File: src/rtl/wsop_pkg.sv
package wsop_pkg;

  typedef enum logic [1:0] {
    AM_DIRECT   = 2'd0,
    AM_INDIRECT = 2'd1,
    AM_INDEXED  = 2'd2,
    AM_AUTOINC  = 2'd3
  } am_mode_e;

  typedef enum logic [2:0] {
    ST_IDLE = 3'd0,
    ST_EXT  = 3'd1,
    ST_RREG = 3'd2,
    ST_WREG = 3'd3,
    ST_DONE = 3'd4
  } ag_state_e;

endpackage

File: src/rtl/wsop_region_pen.sv
module wsop_region_pen #(
  parameter int ADDR_W      = 16,
  parameter int REGION_BITS = 3,
  parameter int PEN_W       = 4,
  parameter logic [PEN_W*(2**REGION_BITS)-1:0] PEN_TABLE = '0
) (
  input  logic [ADDR_W-1:0] addr,
  output logic [PEN_W-1:0]  pen
);
  logic [REGION_BITS-1:0] region;

  assign region = addr[ADDR_W-1 -: REGION_BITS];

  always_comb begin
    pen = '0;
    for (int i = 0; i < 2**REGION_BITS; i++) begin
      if (region == REGION_BITS'(i)) pen = PEN_TABLE[i*PEN_W +: PEN_W];
    end
  end
endmodule

File: src/rtl/wsop_cost_calc.sv
module wsop_cost_calc import wsop_pkg::*; #(
  parameter int PEN_W          = 4,
  parameter int CYC_W          = 8,
  parameter int IND_BASE       = 4,
  parameter int IDX_BASE       = 8,
  parameter int AUTO_W_BASE    = 8,
  parameter int AUTO_B_BASE    = 6,
  parameter int BYTE_IDX_EXTRA = 2
) (
  input  am_mode_e          mode,
  input  logic              is_byte,
  input  logic              reg_zero,
  input  logic [PEN_W-1:0]  pen_reg,
  input  logic [PEN_W-1:0]  pen_ext,
  output logic [CYC_W-1:0]  cost
);
  logic [CYC_W-1:0] pr, pe, extra;

  assign pr    = CYC_W'(pen_reg);
  assign pe    = CYC_W'(pen_ext);
  assign extra = is_byte ? CYC_W'(BYTE_IDX_EXTRA) : '0;

  always_comb begin
    unique case (mode)
      AM_DIRECT:   cost = '0;
      AM_INDIRECT: cost = CYC_W'(IND_BASE) + pr;
      AM_INDEXED:  cost = reg_zero ? (CYC_W'(IDX_BASE) + pe + extra)
                                   : (CYC_W'(IDX_BASE) + pr + pr + extra);
      default:     cost = (is_byte ? CYC_W'(AUTO_B_BASE) : CYC_W'(AUTO_W_BASE)) + pr + pr;
    endcase
  end
endmodule

File: src/rtl/wsop_addr_gen.sv
module wsop_addr_gen import wsop_pkg::*; #(
  parameter int ADDR_W         = 16,
  parameter int REG_W          = 4,
  parameter int CYC_W          = 8,
  parameter int REGION_BITS    = 3,
  parameter int PEN_W          = 4,
  parameter logic [PEN_W*(2**REGION_BITS)-1:0] PEN_TABLE =
    {4'd4, 4'd4, 4'd4, 4'd0, 4'd2, 4'd4, 4'd4, 4'd0},
  parameter int IND_BASE       = 4,
  parameter int IDX_BASE       = 8,
  parameter int AUTO_W_BASE    = 8,
  parameter int AUTO_B_BASE    = 6,
  parameter int BYTE_IDX_EXTRA = 2
) (
  input  logic              clk,
  input  logic              rst_n,
  input  logic              req_valid,
  output logic              req_ready,
  input  logic [REG_W-1:0]  req_reg,
  input  logic [1:0]        req_mode,
  input  logic              req_byte,
  input  logic [ADDR_W-1:0] req_wp,
  input  logic [ADDR_W-1:0] req_pc,
  output logic              busy,
  output logic              done,
  output logic [ADDR_W-1:0] ea,
  output logic [ADDR_W-1:0] pc_out,
  output logic [CYC_W-1:0]  cycles,
  output logic              mem_valid,
  output logic              mem_we,
  output logic [ADDR_W-1:0] mem_addr,
  output logic [ADDR_W-1:0] mem_wdata,
  input  logic              mem_ready,
  input  logic [ADDR_W-1:0] mem_rdata
);
  localparam int WORD_BYTES = 2;
  localparam int MAX_CYC    = IDX_BASE + BYTE_IDX_EXTRA + 2 * (2**PEN_W - 1);

  // register word address: even workspace base plus two bytes per register
  function automatic logic [ADDR_W-1:0] reg_word_addr(input logic [ADDR_W-1:0] wp,
                                                      input logic [REG_W-1:0]  r);
    logic [ADDR_W-1:0] base;
    base = {wp[ADDR_W-1:1], 1'b0};
    return base + (ADDR_W'(r) << 1);
  endfunction

  // auto-increment step: one for byte operands, a full word otherwise
  function automatic logic [ADDR_W-1:0] step_reg(input logic [ADDR_W-1:0] v,
                                                 input logic              b);
    return v + (b ? ADDR_W'(1) : ADDR_W'(WORD_BYTES));
  endfunction

  ag_state_e         st_q, st_d;
  am_mode_e          mode_q;
  logic              byte_q, regz_q;
  logic [ADDR_W-1:0] ra_q, pc_q, ext_q, val_q;

  // named internal events for the checker
  logic accept, mem_fire, rd_fire, wr_fire;

  assign req_ready = (st_q == ST_IDLE);
  assign busy      = ~req_ready;
  assign accept    = req_valid && req_ready;
  assign mem_valid = (st_q == ST_EXT) || (st_q == ST_RREG) || (st_q == ST_WREG);
  assign mem_we    = (st_q == ST_WREG);
  assign mem_addr  = (st_q == ST_EXT) ? pc_q : ra_q;
  assign mem_wdata = step_reg(val_q, byte_q);
  assign mem_fire  = mem_valid && mem_ready;
  assign rd_fire   = mem_fire && !mem_we;
  assign wr_fire   = mem_fire && mem_we;
  assign done      = (st_q == ST_DONE);

  always_comb begin
    st_d = st_q;
    unique case (st_q)
      ST_IDLE: if (accept) begin
        unique case (am_mode_e'(req_mode))
          AM_DIRECT:  st_d = ST_DONE;
          AM_INDEXED: st_d = ST_EXT;
          default:    st_d = ST_RREG;
        endcase
      end
      ST_EXT:  if (mem_fire) st_d = regz_q ? ST_DONE : ST_RREG;
      ST_RREG: if (mem_fire) st_d = (mode_q == AM_AUTOINC) ? ST_WREG : ST_DONE;
      ST_WREG: if (mem_fire) st_d = ST_DONE;
      default: st_d = ST_IDLE;
    endcase
  end

  always_ff @(posedge clk or negedge rst_n) begin
    if (!rst_n) begin
      st_q   <= ST_IDLE;
      mode_q <= AM_DIRECT;
      byte_q <= 1'b0;
      regz_q <= 1'b0;
      ra_q   <= '0;
      pc_q   <= '0;
      ext_q  <= '0;
      val_q  <= '0;
    end else begin
      st_q <= st_d;
      if (accept) begin
        mode_q <= am_mode_e'(req_mode);
        byte_q <= req_byte;
        regz_q <= (req_reg == '0);
        ra_q   <= reg_word_addr(req_wp, req_reg);
        pc_q   <= req_pc;
      end
      if (st_q == ST_EXT && rd_fire)  ext_q <= mem_rdata;
      if (st_q == ST_RREG && rd_fire) val_q <= mem_rdata;
    end
  end

  // result selection from held state
  always_comb begin
    unique case (mode_q)
      AM_DIRECT:  ea = ra_q;
      AM_INDEXED: ea = regz_q ? ext_q : (val_q + ext_q);
      default:    ea = val_q;
    endcase
  end

  assign pc_out = (mode_q == AM_INDEXED) ? (pc_q + ADDR_W'(WORD_BYTES)) : pc_q;

  logic [PEN_W-1:0] pen_reg, pen_ext;

  wsop_region_pen #(
    .ADDR_W(ADDR_W), .REGION_BITS(REGION_BITS), .PEN_W(PEN_W), .PEN_TABLE(PEN_TABLE)
  ) u_pen_reg (
    .addr(ra_q), .pen(pen_reg)
  );

  wsop_region_pen #(
    .ADDR_W(ADDR_W), .REGION_BITS(REGION_BITS), .PEN_W(PEN_W), .PEN_TABLE(PEN_TABLE)
  ) u_pen_ext (
    .addr(ext_q), .pen(pen_ext)
  );

  wsop_cost_calc #(
    .PEN_W(PEN_W), .CYC_W(CYC_W), .IND_BASE(IND_BASE), .IDX_BASE(IDX_BASE),
    .AUTO_W_BASE(AUTO_W_BASE), .AUTO_B_BASE(AUTO_B_BASE), .BYTE_IDX_EXTRA(BYTE_IDX_EXTRA)
  ) u_cost (
    .mode(mode_q), .is_byte(byte_q), .reg_zero(regz_q),
    .pen_reg(pen_reg), .pen_ext(pen_ext), .cost(cycles)
  );

endmodule

File: config.mk
export PLATFORM = sky130hd
export DESIGN_NAME = wsop_addr_gen
export DESIGN_NICKNAME = d
export VERILOG_FILES = /design/src/rtl/wsop_pkg.sv /design/src/rtl/wsop_region_pen.sv /design/src/rtl/wsop_cost_calc.sv /design/src/rtl/wsop_addr_gen.sv
export SDC_FILE = /design/constraint.sdc
export NUM_CORES = 1
export LEC_CHECK = 0
export CAP_MARGIN = 20
export CELL_PAD_IN_SITES_DETAIL_PLACEMENT = 0
export CELL_PAD_IN_SITES_GLOBAL_PLACEMENT = 1
export CORE_MARGIN = 1.5
export CORE_UTILIZATION = 39
export DETAILED_ROUTE_END_ITERATION = 6
export PLACE_DENSITY_LB_ADDON = 0.1
export SLEW_MARGIN = 20
export SYNTH_ARGS = -nofsm -noshare
export SYNTH_HDL_FRONTEND = slang
export SYNTH_SLANG_ARGS = --single-unit
File: constraint.sdc
create_clock -name clk -period 5.76 [get_ports clk]
set_input_delay 1.728 -clock clk [delete_from_list [all_inputs] [get_ports clk]]
set_output_delay 1.728 -clock clk [all_outputs]
set_load 0.05 [all_outputs]
======== Word level (Yosys, flattened, before mapping) ========
Cells that the tools add are included.
W data, S select, Z words.
word-level totals
  bits of input ports ..................... 59
  register bits ........................... 71
operators by class
  bitwise gates (word level) .............. 1
  add/subtract/negate cells ............... 12
  equality and inequality tests ........... 26
  mux-type cells .......................... 31
  reduce and logical (&&, ||, !) cells .... 13
operators with widths
  kind                     count
  $mux W3                  20
  $mux W16                 3
  $pmux W16 S2             1
  $eq A3 B3 Y1 const B     9
  $add A8 B3 Y8            3
  $pmux W8 S3              1
  $eq A3 B2 Y1 const B     6
  $add A16 B16 Y16         1
  $add A16 B2 Y16          1
  $add A16 B2 Y16 const B  1
  $add A16 B5 Y16          1
  $add A8 B8 Y8            2
  $pmux W3 S4              1
  $add A4 B3 Y5 const A    2
  $eq A3 B1 Y1 const B     3
  $mux W8                  1
  $eq A2 B2 Y1 const B     3
  $pmux W3 S2              1
  $logic_and A1 B1 Y1      5
  $add A3 B3 Y4 const A    1
  $logic_not A2 Y1         2
  $logic_not A4 Y1         1
  $mux W2                  2
  $mux W4                  1
  8 further kinds          11

======== Longest topological paths before layout ========
  word-level depth ........................ 13
  mapped depth ............................ 9
  gate-level depth less buffers ........... 9

======== Modules after synthesis ========
A second synthesis with hierarchy kept.
second synthesis, totals
  cell total of the unflattened synthesis .. 634
  area total of the unflattened synthesis .. 5510.3 um2
by module, submodules not included
  module           seq. area each (um2)  area each (um2)  times used  cells an instance
  wsop_addr_gen    1751.7                4993.5           1           560
  wsop_cost_calc   0.0                   436.7            1           60
  wsop_region_pen  0.0                   40.0             2           7

======== Worst setup path after synthesis ========
OpenSTA, ideal clock, no wires.
  path kind ............................... register to output
  start ................................... register val_q[0]
  end ..................................... output ea[12]
  cell stages (with the launch flop) ...... 9
  path slack .............................. 1124 ps
  arrival ................................. 2908 ps
  path through ............................ dfrtp_1 ha_1 fa_1 a21o_1 a221o_2 a221oi_4 o21ai_1 xnor2_1 o221ai_1
on the way
  longest elaborated chain between the ends .. 3
RTL lines
  item                    RTL line              text
  start, declared         wsop_addr_gen.sv:56   logic [ADDR_W-1:0] ra_q, pc_q, ext_q, val_q;
  start signal, assigned  wsop_addr_gen.sv:110  if (st_q == ST_RREG && rd_fire) val_q <= mem_rdata;
  $add A16 B16 Y16        wsop_addr_gen.sv:118  AM_INDEXED: ea = regz_q ? ext_q : (val_q + ext_q);
  $mux W16                wsop_addr_gen.sv:118
  $pmux W16 S2            wsop_addr_gen.sv:116  unique case (mode_q)
  end, declared           wsop_addr_gen.sv:26   output logic [ADDR_W-1:0] ea,
No other way between the ends.

======== Worst setup path after layout ========
Ends and elaborated chain as after synthesis.

==> flow_summary.yaml <==
floorplan:
  top_level_ports: 136
  dieWidth_um: 118.4
  die_h_um: 118.4
  core_um2: 12820
  initial_core_util_pct: 40.51
  die_area_um2: 14020
  rows: 41
layout:
  n_antenna_cell: 0
  drive_above_1_share_pct: 10.78
  nNetsFinal: 800
  areaGrowthSynthToFinish_pct: 33.65
  final_common_cell: "clkdlybuf4s50_1"
  final_cell_mix: "clkdlybuf4s50_1 (129), nand2_1 (126), dfrtp_1 (70), mux2_2 (45), o21ai_0 (39)"
status:
  status: "finished clean"
clock_network:
  clk_pin_slew_ns: 0.06
  cts_setup_buffers: 0
  cts_sinks: 70
  max-clock-path-buffers: 2
  clock-root-buffer: "clkbuf_16"
  cts_tree: "yes"
  cts_made_buffers: 9
  post_cts_resized: 0
  clk_latency_ns: 0.34
  hold_buffers: 0
  ctsHtreeMaxLevel: 3
sta:
  rsz0062_at_grt: "no"
  drv_slew: 0
  worst_slew_pin_slew_ns: 0.9425
  tns_ns: 0
  period_share_pct: 92.64
  clock.fmax_mhz: 187.4
  fin_worst_skew_ns: 0.005101
  hold_viol: 0
  maxSlewHeadroom_pct: 36.97
  setup-violations-final: 0
  min_period_ns: 5.336
critical_path:
  cp.depth: 9
  critPathSlowestCell: "clkdlybuf4s50_1"
  path_buf_inv: 1
  max_stage_delay_ns: 0.85
  r2r_cells: 3
  cp.arrival_ns: 3.61
  crit_family: "compound AO/OA/AOI/OAI gates"
  cp_data_required_time_ns: 4.03
  rrSetupSlack_ns: 3.72
  path_max_fanout: 4
  crit_type: "reg2out"
  startpoint_type: "register"
  end_kind: "output port"
  path_cells: "ha_1 > fa_1 > a21o_1 > a221o_2 > a221oi_4 > o21ai_1 > xnor2_1 > o221ai_1 > clkdlybuf4s50_1"
global_route:
  use_met2_pct: 35.94
  grtUsageMet3_pct: 5.743
  grt_busiest_layer: "met2"
  grtUsageTotal_pct: 21.70
  grt_max_degree: 49
  antenna_found_initial: 1
  grt_pass1_wl_mm: 23.85
  grt.met1_usage_pct: 27.72
  grt_overflow: 0
  grt_pass1_vias: 4623
synthesis:
  synth-compound-area-share_pct: 13.90
  synthXorXnorAreaFrac_pct: 8.598
  synth-seq-cells: 70
  synth_edf_count: 0
  synth_top_family_by_area: "simple AND/OR/NAND/NOR gates"
  syn-mean-instance-area_um2: 8.746
  synth_cells: 594
  synth.area.mux_share_pct: 10.72
  synthFlopType: "dfrtp_1"
  ys_async_sr_fraction_pct: 100.0
  synthDistinctLibCells: 53
  yosys.area_share.adder_pct: 8.044
  ys_warn_count: 0
  synth-simple-area-share_pct: 20.88
  ys_seq_area_share_pct: 33.72
  syn_area_um2: 5195
routing:
  routed-via-count: 4544
  drtPass1Iterations: 4
  routedWlPerCell_um: 16.77
  routed_via_density: 5.129
  postRouteAntennaNets: 0
  first_iter_violations: 143
  wirelength_mm: 14.85
  drc: 0
min_path:
  min_path_type: "reg2reg"
  min_path_cells: 2
placement:
  dpl.hpwl_mm: 11.22
  gp_congestion: 0.8323
  io_buffers: 130
flow_run:
  maxCapViolCount: 0
metal layers:
layer	wire, µm	vias to the layer above
li1	-	2294
met1	6795	2114
met2	6968	116
met3	851	18
met4	228	2
met5	10	-
metrics by stage:
step           utilization, %  hold slack, ns  cell area [µm²]  cells  setup WS [ns]
6_report                54.14          0.5128             6943    886         0.4242
5_1_grt                 54.14          0.5379             6943    886         0.2607
4_1_cts                 54.12          0.5180             6940    886         0.4063
3_5_place_dp            51.60          0.4752             6618    871         0.7761
3_3_place_gp            51.60          0.4700             6618    871         0.7756
2_1_floorplan               -          0.4584             5206    597          1.124
cell families after synthesis:
| group | count (synthesis) |
|---|---|
| multiplexers | 50 |
| buffers and inverters | 49 |
| XOR/XNOR | 51 |
| AND/OR/NAND/NOR | 229 |
| AO/OA/AOI/OAI | 113 |
| adder cells (fa/ha/maj) | 31 |
| flip-flops | 70 |
| other | 1 |
flip-flops by register name, summed over array words and instances, names as in the netlist:
name / count
pc_q: 16
regz_q: 1
byte_q: 1
val_q: 16
st_q: 3
ext_q: 16
mode_q: 2
ra_q: 15
Yosys cell counts (all sizes together) (2+ instances only):
| cell type | count | share of area [%] |
|---|---|---|
| xnor2 | 36 | 6.1 |
| nand3 | 18 | 1.7 |
| nand4 | 7 | 0.84 |
| and4 | 2 | 0.34 |
| and2 | 6 | 0.72 |
| nor2 | 20 | 1.4 |
| nor2b | 14 | 1.7 |
| o31ai | 2 | 0.29 |
| inv | 14 | 1.0 |
| clkbuf | 22 | 1.6 |
| xor2 | 15 | 2.5 |
| nor4b | 2 | 0.63 |
| a31oi | 2 | 0.24 |
| buf | 13 | 1.5 |
| a21o | 9 | 1.3 |
| a22o | 4 | 0.67 |
| mux2i | 5 | 0.96 |
| a211oi | 3 | 0.43 |
| nor3 | 6 | 0.67 |
| o22ai | 2 | 0.24 |
| nor3b | 7 | 1.0 |
| mux2 | 45 | 9.8 |
| and3 | 11 | 1.3 |
| dfrtp | 70 | 34 |
| nand2b | 7 | 0.84 |
| fa | 4 | 1.5 |
| ha | 27 | 6.5 |
| a22oi | 3 | 0.43 |
| nand2 | 126 | 9.1 |
| o211ai | 3 | 0.43 |
| o21ai | 40 | 3.9 |
| a221o | 2 | 0.43 |
| o21a | 3 | 0.43 |
| a21oi | 29 | 2.8 |
| o221ai | 6 | 1.1 |
worst reg2reg max path, stage by stage (launching register included):
cell	delay [ns]
dfrtp_1	0.49
nand2b_1	0.26
nor3_4	0.75
mux2_2	0.42
worst paths after layout:
path / startpoint / end
max: val_q[0]$_DFFE_PN0P_ / ea[12]
min: regz_q$_DFFE_PN0P_ / regz_q$_DFFE_PN0P_
max reg2reg: st_q[1]$_DFFE_PN0P_ / ext_q[7]$_DFFE_PN0P_
min reg2reg: regz_q$_DFFE_PN0P_ / regz_q$_DFFE_PN0P_
max in group asynchronous: rst_n / ra_q[3]$_DFFE_PN0P_
min in group asynchronous: rst_n / val_q[1]$_DFFE_PN0P_
layout make-up:
type,instances,area (µm²)
multi-input cells,478,3249
well taps,172,215.2
clock buffers,10,239.0
inverters,14,52.55
fillers,1233,5882
flip-flops and latches,70,1752
repair buffers,137,1351
clock inverters,5,83.83
Power is left out: the tool's default activity adds up to more than one toggle a clock period on the data nets, which glitch-free logic cannot reach.
